--- config.mk ---
export PLATFORM = sky130hd
export DESIGN_NAME = irq_responder
export DESIGN_NICKNAME = d
export VERILOG_FILES = /design/src/rtl/irq_resp_pkg.sv /design/src/rtl/irq_cfg_regs.sv /design/src/rtl/irq_line_encoder.sv /design/src/rtl/irq_ack_matcher.sv /design/src/rtl/irq_responder.sv
export SDC_FILE = /design/constraint.sdc
export NUM_CORES = 1
export LEC_CHECK = 0
export BUFFER_PORTS_ARGS = -buffer_cell sky130_fd_sc_hd__buf_2
export CAP_MARGIN = 15
export CORE_MARGIN = 2
export CORE_UTILIZATION = 43
export CTS_CLUSTER_DIAMETER = 40
export DETAILED_ROUTE_END_ITERATION = 16
export MAX_ROUTING_LAYER = met4
export PLACE_DENSITY = 0.69
export SLEW_MARGIN = 20
export SYNTH_ARGS = -nofsm -noshare
export SYNTH_HDL_FRONTEND = slang
export SYNTH_SLANG_ARGS = --single-unit
--- constraint.sdc ---
create_clock -name clk -period 4.2 [get_ports clk]
set_input_delay 0.21 -clock clk [delete_from_list [all_inputs] [get_ports clk]]
set_output_delay 0.21 -clock clk [all_outputs]
set_load 0.05 [all_outputs]
--- src/rtl/irq_resp_pkg.sv ---
// Shared definitions for the two-source interrupt responder.
// Assumes: register select is a single bit, source identity is one bit.
package irq_resp_pkg;
    // Identity carried in the vector's low bit
    typedef enum logic {
        SRC_UART = 1'b0,
        SRC_SPI  = 1'b1
    } src_id_e;

    // Register select values on the configuration bus
    localparam logic SEL_LEVELS = 1'b0;
    localparam logic SEL_VECTOR = 1'b1;
endpackage

--- src/rtl/irq_cfg_regs.sv ---
// Configuration storage: one level per engine and the vector register.
// Assumes: DATA_W holds both level fields (SPI in the low half, UART in
// the upper half) and equals the vector width.
module irq_cfg_regs
    import irq_resp_pkg::*;
#(
    parameter int              LVL_W   = 3,
    parameter int              DATA_W  = 8,
    parameter logic [DATA_W-1:0] VEC_RST = 8'h0F
) (
    input  logic              clk,
    input  logic              rst_n,
    input  logic              wr_en,
    input  logic              wr_sel,
    input  logic [DATA_W-1:0] wr_data,
    output logic [LVL_W-1:0]  spi_lvl,
    output logic [LVL_W-1:0]  uart_lvl,
    output logic [DATA_W-1:0] vec_reg
);
    localparam int UART_LSB = DATA_W / 2;

    // Level fields: cleared by reset, loaded on a level-register write
    always_ff @(posedge clk) begin
        if (!rst_n) begin
            spi_lvl  <= '0;
            uart_lvl <= '0;
        end else if (wr_en && wr_sel == SEL_LEVELS) begin
            spi_lvl  <= wr_data[LVL_W-1:0];
            uart_lvl <= wr_data[UART_LSB+LVL_W-1:UART_LSB];
        end
    end

    // Vector register: reset to the uninitialised vector, loaded on write
    always_ff @(posedge clk) begin
        if (!rst_n) begin
            vec_reg <= VEC_RST;
        end else if (wr_en && wr_sel == SEL_VECTOR) begin
            vec_reg <= wr_data;
        end
    end
endmodule

--- src/rtl/irq_line_encoder.sv ---
// Decodes each engine's level into the active-low request line bank.
// Assumes: line k (1..2**LVL_W-1) belongs to level k; level 0 drives none.
module irq_line_encoder #(
    parameter int LVL_W = 3
) (
    input  logic                     clk,
    input  logic                     rst_n,
    input  logic                     spi_req,
    input  logic                     uart_req,
    input  logic [LVL_W-1:0]         spi_lvl,
    input  logic [LVL_W-1:0]         uart_lvl,
    output logic [(2**LVL_W)-1:1]    irq_n
);
    localparam int NUM_LINES = (2**LVL_W) - 1;

    for (genvar k = 1; k <= NUM_LINES; k++) begin : g_line
        logic want;

        // Line k is wanted when a requesting engine is programmed to level k
        always_comb begin
            want = (spi_req  && (spi_lvl  == LVL_W'(k))) ||
                   (uart_req && (uart_lvl == LVL_W'(k)));
        end

        // Register the line so the CPU sees a glitch-free level
        always_ff @(posedge clk) begin
            if (!rst_n) irq_n[k] <= 1'b1;
            else        irq_n[k] <= ~want;
        end
    end
endmodule

--- src/rtl/irq_ack_matcher.sv ---
// Answers acknowledge cycles: matches the acknowledged level against each
// requesting engine, breaks ties toward SPI, and strobes the vector byte.
// Assumes: acknowledge inputs are valid in the cycle iack_valid is high.
module irq_ack_matcher
    import irq_resp_pkg::*;
#(
    parameter int LVL_W = 3,
    parameter int VEC_W = 8
) (
    input  logic              clk,
    input  logic              rst_n,
    input  logic              spi_req,
    input  logic              uart_req,
    input  logic [LVL_W-1:0]  spi_lvl,
    input  logic [LVL_W-1:0]  uart_lvl,
    input  logic [VEC_W-1:0]  vec_reg,
    input  logic              iack_valid,
    input  logic [LVL_W-1:0]  iack_level,
    output logic              vec_valid,
    output logic [VEC_W-1:0]  vec_out
);
    logic    spi_hit;
    logic    uart_hit;
    logic    any_hit;
    src_id_e winner;

    // Per-engine match: active request, nonzero level, level acknowledged
    always_comb begin
        spi_hit  = iack_valid && spi_req  && (spi_lvl  != '0) && (spi_lvl  == iack_level);
        uart_hit = iack_valid && uart_req && (uart_lvl != '0) && (uart_lvl == iack_level);
        any_hit  = spi_hit || uart_hit;
    end

    // Fixed tie-break: SPI beats UART at a shared level
    always_comb begin
        winner = spi_hit ? SRC_SPI : SRC_UART;
    end

    // Response register: one-cycle strobe with the assembled vector byte
    always_ff @(posedge clk) begin
        if (!rst_n) begin
            vec_valid <= 1'b0;
            vec_out   <= '0;
        end else if (any_hit) begin
            vec_valid <= 1'b1;
            vec_out   <= {vec_reg[VEC_W-1:1], winner};
        end else begin
            vec_valid <= 1'b0;
            vec_out   <= '0;
        end
    end
endmodule

--- src/rtl/irq_responder.sv ---
// Top of the two-source interrupt responder. Ties configuration storage,
// the request-line encoder and the acknowledge matcher together, and
// presents the fixed arbitration identity.
// Assumes: ARB_ID is nonzero; DATA_W equals VEC_W.
module irq_responder #(
    parameter int               LVL_W   = 3,
    parameter int               VEC_W   = 8,
    parameter int               ARB_W   = 4,
    parameter logic [ARB_W-1:0] ARB_ID  = 4'd3,
    parameter logic [VEC_W-1:0] VEC_RST = 8'h0F
) (
    input  logic                   clk,
    input  logic                   rst_n,
    input  logic                   cfg_wr,
    input  logic                   cfg_addr,
    input  logic [VEC_W-1:0]       cfg_wdata,
    input  logic                   spi_req,
    input  logic                   uart_req,
    input  logic                   iack_valid,
    input  logic [LVL_W-1:0]       iack_level,
    output logic [(2**LVL_W)-1:1]  irq_n,
    output logic                   vec_valid,
    output logic [VEC_W-1:0]       vec_out,
    output logic [ARB_W-1:0]       arb_id
);
    logic [LVL_W-1:0] spi_lvl;
    logic [LVL_W-1:0] uart_lvl;
    logic [VEC_W-1:0] vec_reg;

    if (ARB_ID == '0) begin : g_bad_arb
        $error("ARB_ID must be nonzero");
    end

    irq_cfg_regs #(
        .LVL_W   (LVL_W),
        .DATA_W  (VEC_W),
        .VEC_RST (VEC_RST)
    ) u_regs (
        .clk      (clk),
        .rst_n    (rst_n),
        .wr_en    (cfg_wr),
        .wr_sel   (cfg_addr),
        .wr_data  (cfg_wdata),
        .spi_lvl  (spi_lvl),
        .uart_lvl (uart_lvl),
        .vec_reg  (vec_reg)
    );

    irq_line_encoder #(
        .LVL_W (LVL_W)
    ) u_lines (
        .clk      (clk),
        .rst_n    (rst_n),
        .spi_req  (spi_req),
        .uart_req (uart_req),
        .spi_lvl  (spi_lvl),
        .uart_lvl (uart_lvl),
        .irq_n    (irq_n)
    );

    irq_ack_matcher #(
        .LVL_W (LVL_W),
        .VEC_W (VEC_W)
    ) u_ack (
        .clk        (clk),
        .rst_n      (rst_n),
        .spi_req    (spi_req),
        .uart_req   (uart_req),
        .spi_lvl    (spi_lvl),
        .uart_lvl   (uart_lvl),
        .vec_reg    (vec_reg),
        .iack_valid (iack_valid),
        .iack_level (iack_level),
        .vec_valid  (vec_valid),
        .vec_out    (vec_out)
    );

    // Arbitration identity is a fixed strap
    always_comb arb_id = ARB_ID;
endmodule

Word level (Yosys, flattened, before mapping)
Cells that the tools add are included. Widths: inputs -> output; s select.

Flip-flop bits (word level): 30. Input port bits: 18. Output and inout bits: 20. Word-level logic and storage cells: 71.

Eq/ne operators: 16. Muxes and demuxes: 2. Bitwise logic cells: 8. Reductions and logical operators: 33.

Operators with widths (number): $eq 3x3->1 const B (8); $logic_and 1x1->1 (22); $eq 3x2->1 const B (4); $logic_or 1x1->1 (8); $not 1->1 (8); $eq 3x1->1 const B (2); $eq 3x3->1 (2); $reduce_bool 3->1 (2); $mux 1 (2); $reduce_and 2->1 (1).

Longest topological paths before layout
Depth in word-level cells: 5. Depth in mapped cells: 5. Depth with buffers taken out: 4.

Hierarchy
A second synthesis with hierarchy kept.

Cells, all modules: 129. Area, all modules: 1295.0 µm².

By module, submodules not included: irq_cfg_regs (times used 1, cells each 59, area an instance 553.0 µm², seq. area each 280.3 µm²); irq_ack_matcher (times used 1, cells each 36, area an instance 366.6 µm², seq. area each 180.2 µm²); irq_line_encoder (times used 1, cells each 28, area an instance 337.8 µm², seq. area each 140.1 µm²); irq_responder (times used 1, cells each 6, area an instance 37.5 µm², seq. area each 0.0 µm²).

Worst setup path after synthesis
OpenSTA, ideal clock, no wires.

Path kind: register to register. Start point: register u_regs.spi_lvl[1]. End point: register u_ack.vec_out[1]. Library setup time: 0.070 ns. Arrival: 1.266 ns. Data required time: 4.130 ns. Slack: 2.864 ns. Stages on the path, launching flop included: 6. Path buffers: 1. Clock period less this slack: 1.336 ns. Cells stage by stage: dfxtp_1 > buf_6 > or3b_1 > a211oi_2 > o21ai_2 > a21boi_1.

Cells in the longest elaborated chain, start to end: 5. Elaborated cells between the ends (all ways): 6. Classes of those cells: 1 x eq/ne; 5 x reduce/logical.

Ends and longest elaborated chain: start: declaration (line irq_cfg_regs.sv:16) `output logic [LVL_W-1:0] spi_lvl,`; start signal: assignment (line irq_cfg_regs.sv:28) `spi_lvl <= wr_data[LVL_W-1:0];`; $reduce_bool 3->1 (line irq_ack_matcher.sv:29) `spi_hit = iack_valid && spi_req && (spi_lvl != '0) && (spi_lvl == iack_level);`; $logic_and 1x1->1 (line irq_ack_matcher.sv:29); $logic_and 1x1->1 (*) (line irq_ack_matcher.sv:29); $logic_or 1x1->1 (*) (line irq_ack_matcher.sv:31) `any_hit = spi_hit || uart_hit;`; $reduce_and 2->1 (no line) (*); end signal: assignment (line irq_ack_matcher.sv:46) `vec_out <= {vec_reg[VEC_W-1:1], winner};`; end: declaration (line irq_ack_matcher.sv:20) `output logic [VEC_W-1:0] vec_out`.

Every way passes the cells marked *; elsewhere a longest branch is shown, timed or not. A chain may end at the register's enable or synchronous reset.

Worst setup path in the final report
Start point: register u_regs.uart_lvl[0]. End point: register u_ack.vec_out[4].

Cells in the longest elaborated chain, start to end: 5. Elaborated cells between the ends (all ways): 6. Classes of those cells: 1 x eq/ne; 5 x reduce/logical.

Ends and longest elaborated chain: start: declaration (line irq_cfg_regs.sv:17) `output logic [LVL_W-1:0] uart_lvl,`; start signal: assignment (line irq_cfg_regs.sv:29) `uart_lvl <= wr_data[UART_LSB+LVL_W-1:UART_LSB];`; $reduce_bool 3->1 (line irq_ack_matcher.sv:30) `uart_hit = iack_valid && uart_req && (uart_lvl != '0) && (uart_lvl == iack_level);`; $logic_and 1x1->1 (line irq_ack_matcher.sv:30); $logic_and 1x1->1 (*) (line irq_ack_matcher.sv:30); $logic_or 1x1->1 (*) (line irq_ack_matcher.sv:31); $reduce_and 2->1 (no line) (*).

Marked as above.

==> results.py <==
metrics = {
    "clock_tree": {
        "clk_pin_slew_worst_paths_ns": 0.08,
        "cts_resized": 0,
        "cts_buffer_depth": 2,
        "post_cts_buffers": 0,
        "ctsHoldBuffers": 0,
        "cts_tree": "yes",
        "cts.htree.levels": 2,
        "clk_latency_ns": 0.31,
        "cts_made_buffers": 5,
        "root_buffer": "clkbuf_4",
        "clock-sinks": 29,
    },
    "cells_and_area": {
        "nets": 179,
        "fin_area_um2": 1390,
        "fill_cells": 263,
        "antennaDiodeCount": 0,
        "multiInputGateArea_um2": 551,
        "drive_above_1_share_pct": 27.2,
        "largest_reg_flops": 8,
        "seqCellArea_um2": 581,
        "final_core_util_pct": 51.7,
        "syn_to_final_growth_pct": 17.2,
    },
    "timing": {
        "hold_ws_ns": 0.112,
        "tightest_slew_ns": 0.703,
        "period_share_pct": 35.5,
        "fin_crit_ns": 1.49,
        "max_freq_ghz": 0.670,
        "grt_setup_unrepaired": "false",
        "finalHoldViolations": 0,
        "slew_viol_final": 0,
        "setup_viol": 0,
        "slew_headroom_pct": 53.1,
        "fin_skew_ns": 0.00492,
        "setup_tns_ns": 0,
    },
    "detailed_routing": {
        "vias": 971,
        "final_antenna_net_count": 0,
        "drtPass1Iterations": 4,
        "drt_iter0_markers": 13,
        "drc": 0,
        "wl_mm": 2.29,
        "via_per_inst": 5.03,
        "wl_per_cell_um": 11.8,
    },
    "floorplan": {
        "die_area_um2": 3190,
        "io_pins": 38,
        "die_h_um": 56.5,
        "die-width_um": 56.5,
        "core-area_um2": 2690,
        "start_util_pct": 44.1,
        "rows": 19,
    },
    "critical_path": {
        "worst-endpoint-required_ns": 4.43,
        "worstSetupStartpointType": "register",
        "arrival_ns": 1.72,
        "critPathKind": "reg2reg",
        "crit_path_max_fanout": 8,
        "endpoint_kind": "register",
    },
    "place": {
        "routabilityCongestion": 0.849,
        "port_buffers": 33,
        "hpwl_mm": 1.77,
        "placed_area_um2": 1340,
    },
    "yosys": {
        "avgSynthCellArea_um2": 9.25,
        "synth_area_um2": 1180,
        "synth_top_family_by_area": "simple AND/OR/NAND/NOR gates",
        "ys_types": 27,
        "synth-compound-area-share_pct": 14.5,
        "synth-xor-area-share_pct": 2.96,
        "yosysWarnings": 0,
        "ys_ff_latch": 29,
        "synthMuxAreaShare_pct": 5.07,
        "synth_seq_area_share_pct": 49.0,
        "yosys.area_share.adder_pct": 0,
        "synth_cells": 128,
        "yosys.area_share.simple_pct": 22.7,
    },
    "power_and_ir_drop": {
        "internal-power_w": 0.000371,
        "p_sw_share_pct": 25.0,
        "seqPwrFrac_pct": 58.7,
        "switchingPower_w": 0.000123,
        "p_clk_share_pct": 29.9,
        "p_leak_nw": 0.591,
        "powerDensity_nw_per_um2": 356,
        "power_frac_comb_pct": 11.4,
        "peakVddDrop_mv": 0.245,
    },
    "global_routing": {
        "grt_max_degree": 23,
        "antenna_found_initial": 0,
        "grtUsageTotal_pct": 16.4,
        "grt_pass1_wl_mm": 3.81,
        "grt_pass1_vias": 897,
        "grt_overflow": 0,
    },
    "run": {
        "cap_violations": 0,
    },
    "worst_hold_path": {
        "hold_path.class": "in2reg",
    },
    "status": {
        "status": "finished, final reports clean",
    },
}
## power by group through the flow
stage / clock network [W] / registers (W) / logic [W]
2_1_floorplan: 0 / 0.000299 / 0.0000392
5_1_grt: 0.000167 / 0.000291 / 0.0000621
6_report: 0.000148 / 0.000290 / 0.0000564
4_1_cts: 0.000155 / 0.000290 / 0.0000564
3_3_place_gp: 0 / 0.000296 / 0.0000554
3_5_place_dp: 0 / 0.000297 / 0.0000561
## cells in the final DEF, fill, tap and decap left out, drive strengths merged
master | Yosys | layout
o21ai | 3 | 3
inv | 1 | 1
and2 | 1 | 1
o22ai | 6 | 6
or3b | 2 | 2
nand3 | 5 | 5
a21boi | 11 | 11
buf | 5 | 33
nor2b | 7 | 7
nor2 | 2 | 2
dfxtp | 29 | 29
and3 | 2 | 2
or2b | 2 | 2
clkbuf | 4 | 8
xor2 | 2 | 2
nand2b | 4 | 4
nand2 | 28 | 28
nor3 | 2 | 2
mux2i | 6 | 6
xnor2 | 2 | 2
a211oi | 2 | 2
conb | 2 | 4
## critical path, cell delays in order (launching register included)
cell	delay (ns)
dfxtp_1	0.45
or3b_1	0.39
a211oi_2	0.23
o21ai_2	0.15
a21boi_1	0.20
## cell usage after synthesis (all sizes together)
cell	n	share of area [%]
a211oi	2	2.1
a21boi	11	7.3
and2	1	0.53
and3	2	1.1
buf	5	3.5
clkbuf	4	1.3
conb	2	0.63
dfxtp	29	49
inv	1	0.32
mux2i	6	5.1
nand2	28	8.9
nand2b	4	2.1
nand3	5	2.1
nor2	2	0.63
nor2b	7	3.7
nor3	2	0.85
o21ai	3	1.9
o22ai	6	3.2
or2b	2	1.4
or3b	2	1.5
xnor2	2	1.5
xor2	2	1.5
## path summary, 6_finish.rpt
path                       from                end  slack [ns]  depth (start not counted)
max          u_regs.uart_lvl[0]   u_ack.vec_out[4]        2.71                          4
min                cfg_wdata[3]  u_regs.vec_reg[3]        0.11                          3
max reg2reg  u_regs.uart_lvl[0]   u_ack.vec_out[4]        2.71                          4
min reg2reg   u_regs.vec_reg[7]  u_regs.vec_reg[7]        0.48                          2
## cell type report
type | instances | area share (%)
Timing Repair Buffer | 33 | 11.9
Tap cell | 31 | 2.80
Clock buffer | 8 | 3.52
Sequential cell | 29 | 41.8
Multi-Input combinational cell | 91 | 39.7
Inverter | 1 | 0.271
## metrics by stage
stage	worst slack, ns	instances	power [W]
after floorplan	2.86	130	0.000338
after global placement	2.83	185	0.000351
after detailed placement	2.74	185	0.000353
after CTS	2.72	193	0.000501
after global routing	2.61	193	0.000521
final	2.71	193	0.000494
## per-layer routing
layer,vias to the layer above,share of wire [%],track usage [%]
met3,8,6.2,5.30
met2,33,48,25.4
met4,0,2.5,10.5
met1,443,44,18.0
li1,487,-,-
met5,-,0,-
## logic make-up (layout without fill, tap and decap cells)
kind of cell | Yosys count | count (layout)
AOI/OAI and AO/OA | 22 | 22
xor gates and xnor gates | 4 | 4
buffers and inverters | 10 | 42
DFF | 29 | 29
muxes | 6 | 6
other | 2 | 4
and+or+nand+nor | 55 | 55
Power figures use the tool's default switching activity.
